File: config.mk
export PLATFORM = sky130hd
export DESIGN_NAME = scl_timing_gen
export DESIGN_NICKNAME = d
export VERILOG_FILES = /design/src/rtl/scl_timing_pkg.sv /design/src/rtl/scl_limits.sv /design/src/rtl/scl_phase_cnt.sv /design/src/rtl/scl_seq_fsm.sv /design/src/rtl/scl_timing_gen.sv
export SDC_FILE = /design/constraint.sdc
export NUM_CORES = 1
export LEC_CHECK = 0
export ABC_AREA = 1
export CAP_MARGIN = 20
export CORE_AREA = 2 2 120 122
export CTS_BUF_LIST = sky130_fd_sc_hd__clkbuf_16
export DETAILED_ROUTE_END_ITERATION = 7
export DIE_AREA = 0 0 122 124
export GPL_TIMING_DRIVEN = 0
export PLACE_DENSITY = 0.46
export SETUP_SLACK_MARGIN = 0.15
export SYNTH_ARGS = -nofsm -noshare
export SYNTH_HDL_FRONTEND = slang
export SYNTH_SLANG_ARGS = --single-unit
export TNS_END_PERCENT = 1
File: constraint.sdc
create_clock -name clk -period 13.75 [get_ports clk]
set_input_delay 2.0625 -clock clk [delete_from_list [all_inputs] [get_ports clk]]
set_output_delay 2.0625 -clock clk [all_outputs]
set_load 0.03 [all_outputs]
File: src/rtl/scl_timing_pkg.sv
package scl_timing_pkg;

    localparam int DEF_CNT_W = 12;

    typedef enum logic [1:0] {
        OP_START   = 2'd0,
        OP_BIT     = 2'd1,
        OP_RESTART = 2'd2,
        OP_STOP    = 2'd3
    } bus_op_e;

    typedef enum logic [2:0] {
        PH_IDLE,
        PH_LOW,
        PH_WAIT_HI,
        PH_HIGH,
        PH_SETUP,
        PH_HOLD
    } phase_e;

    typedef struct packed {
        bus_op_e op;
        logic    bit_val;
    } bus_cmd_t;

    function automatic int unsigned at_least(input int unsigned v, input int unsigned lo);
        return (v < lo) ? lo : v;
    endfunction

    // cycles SCL is held low
    function automatic int unsigned low_len(input int unsigned low);
        return at_least(low, 1);
    endfunction

    // cycles SCL is high, counted from the first high readback
    function automatic int unsigned high_len(input int unsigned period, input int unsigned low);
        int unsigned lo;
        lo = low_len(low);
        return at_least((period > lo) ? period - lo : 0, 2);
    endfunction

    function automatic int unsigned dset_pos(input int unsigned dset, input int unsigned low);
        int unsigned lo;
        lo = low_len(low);
        return (dset >= lo) ? lo - 1 : dset;
    endfunction

endpackage

File: src/rtl/scl_limits.sv
module scl_limits
    import scl_timing_pkg::*;
#(
    parameter int CW = 12
) (
    input  logic [CW-1:0] cfg_period,
    input  logic [CW-1:0] cfg_low,
    input  logic [CW-1:0] cfg_setup,
    input  logic [CW-1:0] cfg_dsetup,
    output logic [CW-1:0] lim_low,
    output logic [CW-1:0] lim_high,
    output logic [CW-1:0] pos_dset,
    output logic [CW-1:0] lim_su_rise,
    output logic [CW-1:0] lim_su_hold,
    output logic [CW-1:0] pos_smp
);
    int unsigned p_u, l_u, s_u, d_u, hi_u;

    always_comb begin
        p_u  = 32'(cfg_period);
        l_u  = 32'(cfg_low);
        s_u  = 32'(cfg_setup);
        d_u  = 32'(cfg_dsetup);
        hi_u = high_len(p_u, l_u);
        lim_low     = CW'(low_len(l_u));
        // first high cycle is spent in the wait state
        lim_high    = CW'(hi_u - 1);
        pos_dset    = CW'(dset_pos(d_u, l_u));
        lim_su_rise = CW'(at_least(s_u, 2) - 1);
        lim_su_hold = CW'(at_least(s_u, 1));
        pos_smp     = CW'(hi_u / 2 - 1);
    end
endmodule

File: src/rtl/scl_phase_cnt.sv
module scl_phase_cnt #(
    parameter int CW = 12
) (
    input  logic          clk,
    input  logic          rst,
    input  logic          clr,
    input  logic [CW-1:0] lim,
    output logic [CW-1:0] cnt,
    output logic          last
);
    always_ff @(posedge clk) begin
        if (rst || clr) cnt <= '0;
        else            cnt <= cnt + 1'b1;
    end

    assign last = (cnt >= lim - 1'b1);
endmodule

File: src/rtl/scl_seq_fsm.sv
module scl_seq_fsm
    import scl_timing_pkg::*;
#(
    parameter int CW = 12
) (
    input  logic          clk,
    input  logic          rst,
    input  logic          cmd_valid,
    input  logic [1:0]    cmd_op,
    input  logic          cmd_bit,
    input  logic          scl_in,
    input  logic [CW-1:0] lim_low,
    input  logic [CW-1:0] lim_high,
    input  logic [CW-1:0] pos_dset,
    input  logic [CW-1:0] lim_su_rise,
    input  logic [CW-1:0] lim_su_hold,
    input  logic [CW-1:0] pos_smp,
    input  logic [CW-1:0] cnt,
    input  logic          last,
    output logic [CW-1:0] lim,
    output logic          cnt_clr,
    output logic          cmd_ready,
    output logic          scl_low,
    output logic          sda_low,
    output logic          upd_stb,
    output logic          smp_stb,
    output logic          stretch,
    output logic          done
);
    phase_e   st, st_n;
    bus_cmd_t cur;

    always_comb begin
        unique case (st)
            PH_LOW:   lim = lim_low;
            PH_HIGH:  lim = lim_high;
            PH_SETUP: lim = lim_su_rise;
            PH_HOLD:  lim = lim_su_hold;
            default:  lim = {{(CW-1){1'b0}}, 1'b1};
        endcase
    end

    assign cmd_ready = (st == PH_IDLE);
    assign upd_stb   = (st == PH_LOW)  && (cnt == pos_dset);
    assign smp_stb   = (st == PH_HIGH) && (cnt == pos_smp);
    assign stretch   = (st == PH_WAIT_HI) && !scl_in;

    always_comb begin
        st_n = st;
        unique case (st)
            PH_IDLE:
                if (cmd_valid)
                    st_n = (bus_op_e'(cmd_op) == OP_START) ? PH_HOLD : PH_LOW;
            PH_LOW:
                if (last) st_n = PH_WAIT_HI;
            PH_WAIT_HI:
                if (scl_in) st_n = (cur.op == OP_BIT) ? PH_HIGH : PH_SETUP;
            PH_HIGH:
                if (last) st_n = PH_IDLE;
            PH_SETUP:
                if (last) st_n = (cur.op == OP_STOP) ? PH_IDLE : PH_HOLD;
            PH_HOLD:
                if (last) st_n = PH_IDLE;
            default:
                st_n = PH_IDLE;
        endcase
    end

    assign cnt_clr = (st_n != st) || (st == PH_IDLE) || (st == PH_WAIT_HI);

    always_ff @(posedge clk) begin
        if (rst) begin
            st      <= PH_IDLE;
            cur     <= '{op: OP_START, bit_val: 1'b0};
            scl_low <= 1'b0;
            sda_low <= 1'b0;
            done    <= 1'b0;
        end else begin
            st   <= st_n;
            done <= 1'b0;
            unique case (st)
                PH_IDLE:
                    if (cmd_valid) begin
                        cur <= '{op: bus_op_e'(cmd_op), bit_val: cmd_bit};
                        if (bus_op_e'(cmd_op) == OP_START) sda_low <= 1'b1;
                    end
                PH_LOW: begin
                    if (upd_stb)
                        sda_low <= (cur.op == OP_BIT) ? !cur.bit_val : (cur.op == OP_STOP);
                    if (last) scl_low <= 1'b0;
                end
                PH_HIGH:
                    if (last) begin
                        scl_low <= 1'b1;
                        done    <= 1'b1;
                    end
                PH_SETUP:
                    if (last) begin
                        if (cur.op == OP_STOP) begin
                            sda_low <= 1'b0;
                            done    <= 1'b1;
                        end else begin
                            sda_low <= 1'b1;
                        end
                    end
                PH_HOLD:
                    if (last) begin
                        scl_low <= 1'b1;
                        done    <= 1'b1;
                    end
                default: ;
            endcase
        end
    end


    strobe_excl_chk: assert property (@(posedge clk) disable iff (rst)
        $onehot0({upd_stb, smp_stb, done}));


    done_pulse_chk: assert property (@(posedge clk) disable iff (rst)
        done |-> (st == PH_IDLE) && ($past(st) != PH_IDLE));


    cnt_bound_chk: assert property (@(posedge clk) disable iff (rst)
        (st == PH_LOW || st == PH_HIGH || st == PH_SETUP || st == PH_HOLD) |-> (cnt < lim));


    scl_release_src_chk: assert property (@(posedge clk) disable iff (rst)
        $fell(scl_low) |-> ($past(st) == PH_LOW));


    scl_fall_src_chk: assert property (@(posedge clk) disable iff (rst)
        $rose(scl_low) |-> ($past(st) == PH_HIGH || $past(st) == PH_HOLD));


    stretch_rel_chk: assert property (@(posedge clk) disable iff (rst)
        stretch |-> !scl_low);


    sda_under_high_chk: assert property (@(posedge clk) disable iff (rst)
        (!$past(scl_low) && !$stable(sda_low)) |->
            ($past(st) == PH_SETUP || $past(st) == PH_IDLE));
endmodule

File: src/rtl/scl_timing_gen.sv
module scl_timing_gen
    import scl_timing_pkg::*;
#(
    parameter int CW = DEF_CNT_W
) (
    input  logic          clk,
    input  logic          rst,
    input  logic [CW-1:0] cfg_period,
    input  logic [CW-1:0] cfg_low,
    input  logic [CW-1:0] cfg_setup,
    input  logic [CW-1:0] cfg_dsetup,
    input  logic          cmd_valid,
    input  logic [1:0]    cmd_op,
    input  logic          cmd_bit,
    output logic          cmd_ready,
    input  logic          scl_in,
    output logic          scl_drive_low,
    output logic          sda_drive_low,
    output logic          sda_update_stb,
    output logic          sda_sample_stb,
    output logic          stretch_seen,
    output logic          done_stb
);
    logic [CW-1:0] lim_low, lim_high, pos_dset, lim_su_rise, lim_su_hold, pos_smp;
    logic [CW-1:0] cnt, lim;
    logic          last, cnt_clr;

    scl_limits #(.CW(CW)) u_lims (
        .cfg_period (cfg_period),
        .cfg_low    (cfg_low),
        .cfg_setup  (cfg_setup),
        .cfg_dsetup (cfg_dsetup),
        .lim_low    (lim_low),
        .lim_high   (lim_high),
        .pos_dset   (pos_dset),
        .lim_su_rise(lim_su_rise),
        .lim_su_hold(lim_su_hold),
        .pos_smp    (pos_smp)
    );

    scl_phase_cnt #(.CW(CW)) u_cnt (
        .clk (clk),
        .rst (rst),
        .clr (cnt_clr),
        .lim (lim),
        .cnt (cnt),
        .last(last)
    );

    scl_seq_fsm #(.CW(CW)) u_fsm (
        .clk        (clk),
        .rst        (rst),
        .cmd_valid  (cmd_valid),
        .cmd_op     (cmd_op),
        .cmd_bit    (cmd_bit),
        .scl_in     (scl_in),
        .lim_low    (lim_low),
        .lim_high   (lim_high),
        .pos_dset   (pos_dset),
        .lim_su_rise(lim_su_rise),
        .lim_su_hold(lim_su_hold),
        .pos_smp    (pos_smp),
        .cnt        (cnt),
        .last       (last),
        .lim        (lim),
        .cnt_clr    (cnt_clr),
        .cmd_ready  (cmd_ready),
        .scl_low    (scl_drive_low),
        .sda_low    (sda_drive_low),
        .upd_stb    (sda_update_stb),
        .smp_stb    (sda_sample_stb),
        .stretch    (stretch_seen),
        .done       (done_stb)
    );
endmodule

---- Word-level counts from Yosys, hierarchy flattened ----
Index checks and enable logic that the tools add are counted.
operators by class
  add/sub/neg operators ................... 7
  multipliers ............................. 0
  divide/modulo/power cells ............... 0
  $lt $le $gt $ge ......................... 7
  equality and inequality tests ........... 16
  shift-type cells ........................ 0
  muxes and demuxes ....................... 30
  bitwise operators ....................... 0
  reduce and logical (&&, ||, !) cells .... 16
operators with widths
  cell                     number
  $sub A12 B1 Y12 const B  5
  $mux W12                 4
  $pmux W12 S4             1
  $ge A12 B32 Y1           1
  $gt A12 B32 Y1           1
  $lt A32 B2 Y1 const B    1
  $mux W32                 1
  $sub A12 B32 Y32         1
  $eq A12 B12 Y1           2
  $lt A12 B1 Y1 const B    2
  $mux W3                  8
  $pmux W3 S5              1
  $mux W13                 1
  $add A12 B1 Y12 const B  1
  $ge A12 B12 Y1           1
  $lt A12 B2 Y1 const B    1
  $mux W1                  11
  $ne A2 B2 Y1 const B     4
  $eq A3 B2 Y1 const B     2
  $eq A3 B3 Y1 const B     2
  $reduce_and A5 Y1        1
  $ne A2 B1 Y1 const B     2
  $pmux W1 S2              2
  $eq A3 B1 Y1 const B     1
  other kinds (14)         19
storage, ports and cells
  register bits after elaboration ......... 21
  latch bits .............................. 0
  RAM bits ................................ 0
  ROM bits ................................ 0
  output and inout port bits .............. 7
  logic and storage cells ................. 83
  memories ................................ 0

---- Logic depth before layout (Yosys ltp) ----
Gate-level depths: netlist of the first run.
  depth in word-level cells ............... 16
  depth in mapped cells ................... 47

---- By module ----
Synthesis of the first run repeated with hierarchy kept, for this count alone.
unflattened totals
  cells, all modules ...................... 810
  area total of the unflattened synthesis .. 4565.6 µm²
modules (own cells, without submodules)
  module         instances  cells an instance  area each (µm²)  sequential area each (µm²)
  scl_limits     1          418                2299.7           0.0
  scl_seq_fsm    1          225                1204.9           180.2
  scl_phase_cnt  1          167                1061.0           240.2

---- Worst setup path after synthesis of the first run ----
No wires, ideal clock.
  path type ............................... input to output
  start ................................... input cfg_low[2]
  end ..................................... output sda_sample_stb
  arrival time ............................ 5729 ps
  required time ........................... 11687 ps
  setup slack ............................. 5958 ps
  cell stages on the path ................. 26
  buffers on the path ..................... 0
  cell sequence ........................... inv_1 nand2_1 nor3_1 a21oi_1 inv_1 ha_1 o21ai_0 nand2_1 nand2_1 a41oi_1 fa_1 nand3b_1 nand3_1 nor2_1 nand3_2 nand2_1 inv_1 ha_1 and3_1 nand2_1 nor2_1 nand2_1 xor2_1 or2_2 nand4_1 nor2_1
between the ends
  longest elaborated chain between the ends .. 9
  elaborated cells on any way between the ends .. 10
  classes of those cells .................. 2 x add/sub; 3 x order compare; 1 x eq/ne; 3 x mux; 1 x reduce/logical
RTL lines
  what                                                       RTL line              text
  from (decl)                                                scl_timing_gen.sv:9   input logic [CW-1:0] cfg_low,
  $lt A12 B1 Y1                                              scl_timing_pkg.sv:27  return (v < lo) ? lo : v;
  $mux W12 *                                                 scl_timing_pkg.sv:27
  $sub A12 B32 Y32 / $gt A12 B32 Y1 (equally long branches)  scl_timing_pkg.sv:39  return at_least((period > lo) ? period - lo : 0, 2);
  $mux W32 *                                                 scl_timing_pkg.sv:39
  $lt A32 B2 Y1                                              scl_timing_pkg.sv:27
  $mux W13 *                                                 scl_timing_pkg.sv:27
  $sub A12 B1 Y12 *                                          scl_limits.sv:31      pos_smp = CW'(hi_u / 2 - 1);
  $eq A12 B12 Y1 *                                           scl_seq_fsm.sv:45     assign smp_stb = (st == PH_HIGH) && (cnt == pos_smp);
  $logic_and A1 B1 Y1 *                                      scl_seq_fsm.sv:45
  to (decl)                                                  scl_timing_gen.sv:20  output logic sda_sample_stb,
Every way passes the cells marked *; elsewhere a longest branch is shown, timed or not.

---- Worst setup path in the final report of the first run ----
  start ................................... input cfg_low[3]
  end ..................................... output sda_sample_stb
The elaborated chain is that of the path after synthesis.

==> impl_metrics.json, run 1 <==
{
  "status": "finished, final reports clean",
  "stdcell_count": 967,
  "synth-compound-area-share": 0.1631,
  "synth-async-reset-ratio": 0,
  "setup_tns_ps": 0,
  "route.final.wire_length_mm": 14.86,
  "drive_gt1_frac": 0.04320,
  "cts_root_buffer": "clkbuf_16",
  "numPortBuffers": 61,
  "yosys.area_share.simple": 0.4035,
  "synth-edff-count": 0,
  "die-area_um2": 15130,
  "post_cts_resized": 0,
  "worst_skew_pair.late_latency_ps": 260,
  "grt_pass1_wl_mm": 23.78,
  "synth_top_area_cell": "nand2_1",
  "crit_required_ps": 11690,
  "viasPerCell": 4.957,
  "dr.first_iter.drc_count": 351,
  "seqPwrFrac": 0.120,
  "start_util": 0.3047,
  "synth_cell_types": 43,
  "synthAdderAreaFrac": 0.1323,
  "synthXorXnorAreaFrac": 0.09009,
  "synth_area_um2": 4180,
  "clkTransAtPathRegs_ps": 60,
  "maxSlewViolCount": 0,
  "fmax_mhz": 102.1,
  "die_h_um": 124,
  "p_clk_frac": 0.103,
  "worst-setup-path-type": "input port to output pin",
  "cts_max_level": 1,
  "area_growth_pct": 21.91,
  "globalRoute.totalOverflow": 0,
  "slew_headroom": 0.6338,
  "end_kind": "output pin",
  "skew_ps": 4.347,
  "die_w_um": 122,
  "worst_slack_ps": 3952,
  "post-cts-setup-buffer-count": 0,
  "grt_max_degree": 13,
  "syn-num-nets": 820,
  "synth.top_cells.by_area": "nand2_1, ha_1, dfxtp_1",
  "antenna_found_initial": 0,
  "setup_violations": 0,
  "hold_violations": 0,
  "netSwitchingFraction": 0.5477,
  "post-route-util": 0.3715,
  "first_global_vias": 4619,
  "cp_data_arrival_time_ps": 7740,
  "worst_pin_slew_ps": 543.6,
  "vdd_drop_max_v": 0.00007599,
  "routabilityCongestion": 0.9175,
  "ctsLongestPathBuffers": 2,
  "drtAntennaViolNets": 0,
  "powerDensity_nw_per_um2": 121.7,
  "syn_area_per_cell_um2": 5.790,
  "layout.nets": 886,
  "dp_cells": 963,
  "place_area_um2": 5016,
  "internal-power_mw": 0.2806,
  "synth_mux_area_frac": 0,
  "cts_buffers": 3,
  "power_switching_mw": 0.3398,
  "diodes": 0,
  "cts.sinks": 21,
  "crit_fanout": 4,
  "place_ws_ps": 3970,
  "fin_crit_ps": 9798,
  "cap_viol_max_count": 0,
  "rsz0062_at_grt": "no",
  "num_io_pins": 62,
  "crit_path_start_kind": "input port",
  "firstDrtPassIters": 5,
  "hpwl_mm": 12.82,
  "grt_use_total": 0.2002,
  "fin_total_pwr_mw": 0.6204,
  "yosysWarnings": 0,
  "route.vias.total": 4793,
  "synth_top_family_by_area": "simple AND/OR/NAND/NOR gates",
  "p_leak_nw": 2.425,
  "yosysSeqAreaShare": 0.1006,
  "syn_inst": 722,
  "rows": 43,
  "p_comb_frac": 0.777,
  "drc_errors": 0,
  "cts_tree": "yes",
  "wl_per_cell_um": 15.36,
  "hp-class": "register to register",
  "post-route-period-util": 0.7126,
  "yosysTopAreaCellShare": 0.1562,
  "worst_hold_slack_ps": 462.3,
  "final_area_um2": 5096,
  "core_area_um2": 13720,
  "cts_hold_buf": 0,
  "ys_seq_elements": 21,
  "ys.flop_type": "dfxtp_1"
}
## layout by cell type, fill, tap and decap left out, types with 3 or more instances in the layout
cell type          n
o211ai_1           5
nor3_1            13
o21ai_1            4
nor2_1            88
nand3_2            4
nand3_1           49
inv_1            106
ha_1              41
nand3b_1           6
inv_2              5
or2_2              6
dfxtp_1           21
clkdlybuf4s50_1   61
xor2_1            38
o21ai_0           34
clkbuf_16          3
clkbuf_1          11
nand4_1           18
xnor2_1            5
nand2_1          174
a31oi_1            3
nand2_2            5
a21oi_1           40
o21bai_1           4
o22ai_1            4
a22oi_1            8
## power groups by stage
stage	logic, mW	clock network (mW)	registers [mW]
finish	0.482	0.0636	0.0744
global placement	0.477	0	0.0754
detailed placement	0.481	0	0.0757
floorplan	0.353	0	0.0775
global route	0.556	0.0685	0.0758
CTS	0.484	0.0661	0.0745
## state kept, by name, indices dropped and copies added, names as in the netlist
signal and count:
u_fsm.sda_low 1, u_fsm.done 1, u_fsm.st 3, u_fsm.cur 3, u_fsm.scl_low 1, u_cnt.cnt 12
## layer usage
metal | vias up | track usage | share of wire
li1 | 2506 | - | -
met1 | 2158 | 0.2822 | 0.50
met2 | 112 | 0.3296 | 0.43
met3 | 17 | 0.02335 | 0.046
met4 | 0 | 0.03879 | 0.019
met5 | - | 0 | 0
## logic make-up after synthesis
group,Yosys count
AND/OR/NAND/NOR,376
buffers and inverters,123
AO/OA/AOI/OAI,116
XOR/XNOR,43
adder cells (fa/ha/maj),43
flip-flops,21
## critical path, cell delays in order
cell,delay (ps)
clkdlybuf4s50_1,590
inv_1,170
nand2_1,120
nor3_1,50
a21oi_1,280
inv_1,230
ha_1,260
o21ai_0,250
nand2_1,140
nand2_1,120
a41oi_1,120
fa_1,520
nand3b_1,280
nand3_1,120
nor2_1,140
nand3_2,150
nand2_1,150
inv_1,70
ha_1,280
xnor2_1,130
nor2_1,110
nand3_1,90
a21oi_1,120
o2111ai_1,130
nor3_1,170
nand2_1,80
nor2_1,120
clkdlybuf4s50_1,690
## final timing paths
check	startpoint	endpoint	slack (ps)	cells after the start
worst max-delay path	cfg_low[3]	sda_sample_stb	3950	28
worst min-delay path	u_fsm.scl_low	u_fsm.scl_low	460	2
worst max register to register	u_fsm.st[2]	u_cnt.cnt[0]	8270	32
worst min register to register	u_fsm.scl_low	u_fsm.scl_low	460	2
## cells in the mapped netlist, types with 3 or more instances
library cell and n:
nand2_2 5, a21oi_1 40, o21bai_1 4, nor3_1 13, clkbuf_1 11, nor2_1 88, dfxtp_1 21, or2_2 6
o211ai_1 5, inv_1 106, inv_2 5, nand4_1 18, nand3b_1 6, xnor2_1 5, a31oi_1 3, xor2_1 38
o21ai_1 4, nand2_1 174, o21ai_0 34, a22oi_1 8, o22ai_1 4, nand3_2 4, nand3_1 49, ha_1 41
## layout make-up
class                      count  area (um^2)
multi-input combinational    578         3298
timing repair buffer          61        610.6
buffer                        11        41.29
tap                          180        225.2
sequential                    21        420.4
inverter                     112        420.4
clock buffer                   3        75.07
clock inverter                 1        5.005
fill                        1573         8623
No activity file was read; power rests on OpenSTA's default activity.
==> run 2: changes to the inputs <==
- PLACE_DENSITY: 0.46 -> 0.47
- clock period: 13.75 -> 8.5 ns (I/O delays scaled with it)
==> run 2 against run 1 <==
Hold slack got worse by 2.4 ps. Non-clock buffer count is 3 higher. Largest power group unchanged. Power up 64%. Core utilization grew 0.56 points.
==> impl_metrics.json, run 2 (synthesis results as in run 1) <==
{
  "status": "finished, final reports clean",
  "final_area_um2": 5172,
  "fmax_mhz": 129.0,
  "vdd_drop_max_v": 0.0001001,
  "wl_per_cell_um": 15.31,
  "worst_skew_pair.late_latency_ps": 250,
  "drc_errors": 0,
  "cts_hold_buf": 0,
  "num_io_pins": 62,
  "numPortBuffers": 61,
  "cpMostUsedCell": "nand2_1",
  "layout.nets": 889,
  "largestRegisters": "u_cnt.cnt x12, u_fsm.cur x3, u_fsm.st x3",
  "first_global_vias": 4745,
  "route.vias.total": 4779,
  "slew_headroom": 0.6366,
  "powerDensity_nw_per_um2": 196.5,
  "routabilityCongestion": 0.9079,
  "cpPeakStageDelay_ps": 480,
  "p_leak_nw": 2.511,
  "rows": 43,
  "cts_tree": "yes",
  "cts_root_buffer": "clkbuf_16",
  "crit_path_start_kind": "input port",
  "ctsLongestPathBuffers": 2,
  "r2r_setup_slack_ps": 3280,
  "hold_violations": 0,
  "drive_gt1_frac": 0.06076,
  "crit_fanout": 10,
  "dp_cells": 963,
  "end_kind": "register",
  "stdcell_count": 970,
  "start_util": 0.3047,
  "final_common_cell": "nand2_1",
  "grt_use_total": 0.2018,
  "final_cell_mix": "nand2_1, inv_1, nor2_1",
  "cts.sinks": 21,
  "worst_pin_slew_ps": 543.2,
  "diodes": 0,
  "dr.first_iter.drc_count": 326,
  "die-area_um2": 15130,
  "worst_hold_slack_ps": 459.9,
  "drtAntennaViolNets": 0,
  "area_growth_pct": 23.74,
  "route.final.wire_length_mm": 14.86,
  "antenna_found_initial": 0,
  "largest_register_ffs": 12,
  "firstDrtPassIters": 5,
  "die_w_um": 122,
  "post-route-util": 0.3770,
  "grt_pass1_wl_mm": 24.01,
  "skew_ps": 5.027,
  "hp-class": "register to register",
  "worst-setup-path-type": "input port to register",
  "clkTransAtPathRegs_ps": 60,
  "cap_viol_max_count": 0,
  "regMostFlops": "u_cnt.cnt",
  "crit_required_ps": 8690,
  "viasPerCell": 4.927,
  "cp_slowest_cell": "clkdlybuf4s50_1",
  "setup_violations": 0,
  "core_area_um2": 13720,
  "post-route-period-util": 0.9121,
  "grt_max_degree": 13,
  "maxSlewViolCount": 0,
  "die_h_um": 124,
  "cts_buffers": 3,
  "hpwl_mm": 12.78,
  "fillers": 1542,
  "rsz0062_at_grt": "no",
  "globalRoute.totalOverflow": 0,
  "place_area_um2": 5016,
  "cp_data_arrival_time_ps": 7940,
  "fin_crit_ps": 7752,
  "cts_max_level": 1
}
-- run 2: per-layer routing --
layer,wire [um],global-route usage,vias up
met4,163,0.03305,0
met2,6687,0.3509,120
met5,0,0,-
met1,7171,0.2709,2133
met3,833,0.02564,13
li1,-,-,2513
-- run 2: per-stage QoR --
stage	total power, mW	setup TNS [ps]	worst slack [ps]
floorplan	0.6968	0	1817
global placement	0.8919	-2469	-255.1
detailed placement	0.8996	-3709	-371.6
CTS	1.010	0	198.0
global route	1.146	0	201.0
finish	1.016	0	747.6
-- run 2: path summary, 6_finish.rpt --
check / startpoint / end / cells past startpoint
setup / recovery: cfg_low[8] / u_cnt.cnt[4] / 45
hold reg to reg: u_fsm.scl_low / u_fsm.scl_low / 2
hold / removal: u_fsm.scl_low / u_fsm.scl_low / 2
setup reg to reg: u_fsm.st[2] / u_cnt.cnt[4] / 32
-- run 2: area by class of cell --
cell class | count | area [um^2] | area share
buffer | 11 | 45.04 | 0.008708
sequential | 21 | 420.4 | 0.08128
timing repair buffer | 64 | 653.1 | 0.1263
multi-input combinational | 578 | 3328 | 0.6434
inverter | 112 | 420.4 | 0.08128
clock buffer | 3 | 75.07 | 0.01451
clock inverter | 1 | 5.005 | 0.0009676
tap | 180 | 225.2 | 0.04354
-- run 2: report_power, final --
group          switching [mW]  internal, mW  leakage (nW)
logic                   0.509         0.287          2.30
registers             0.00823         0.112         0.171
clock network          0.0366        0.0632        0.0409
-- run 2: what timing repair did --
action | 4_1_cts | 5_1_grt
buffers inserted | 1 | 2
resized for setup | 3 | 23
endpoints found under the setup margin | 10 | 13
pin swaps | 0 | 0
-- run 2: critical path: cells and delay by family --
family / cells / cell delay (ps)
AO/OA/AOI/OAI: 7 / 880
buffers and inverters: 6 / 1020
AND/OR/NAND/NOR: 26 / 3150
adder cells (fa/ha/maj): 4 / 1260
XOR/XNOR: 2 / 320
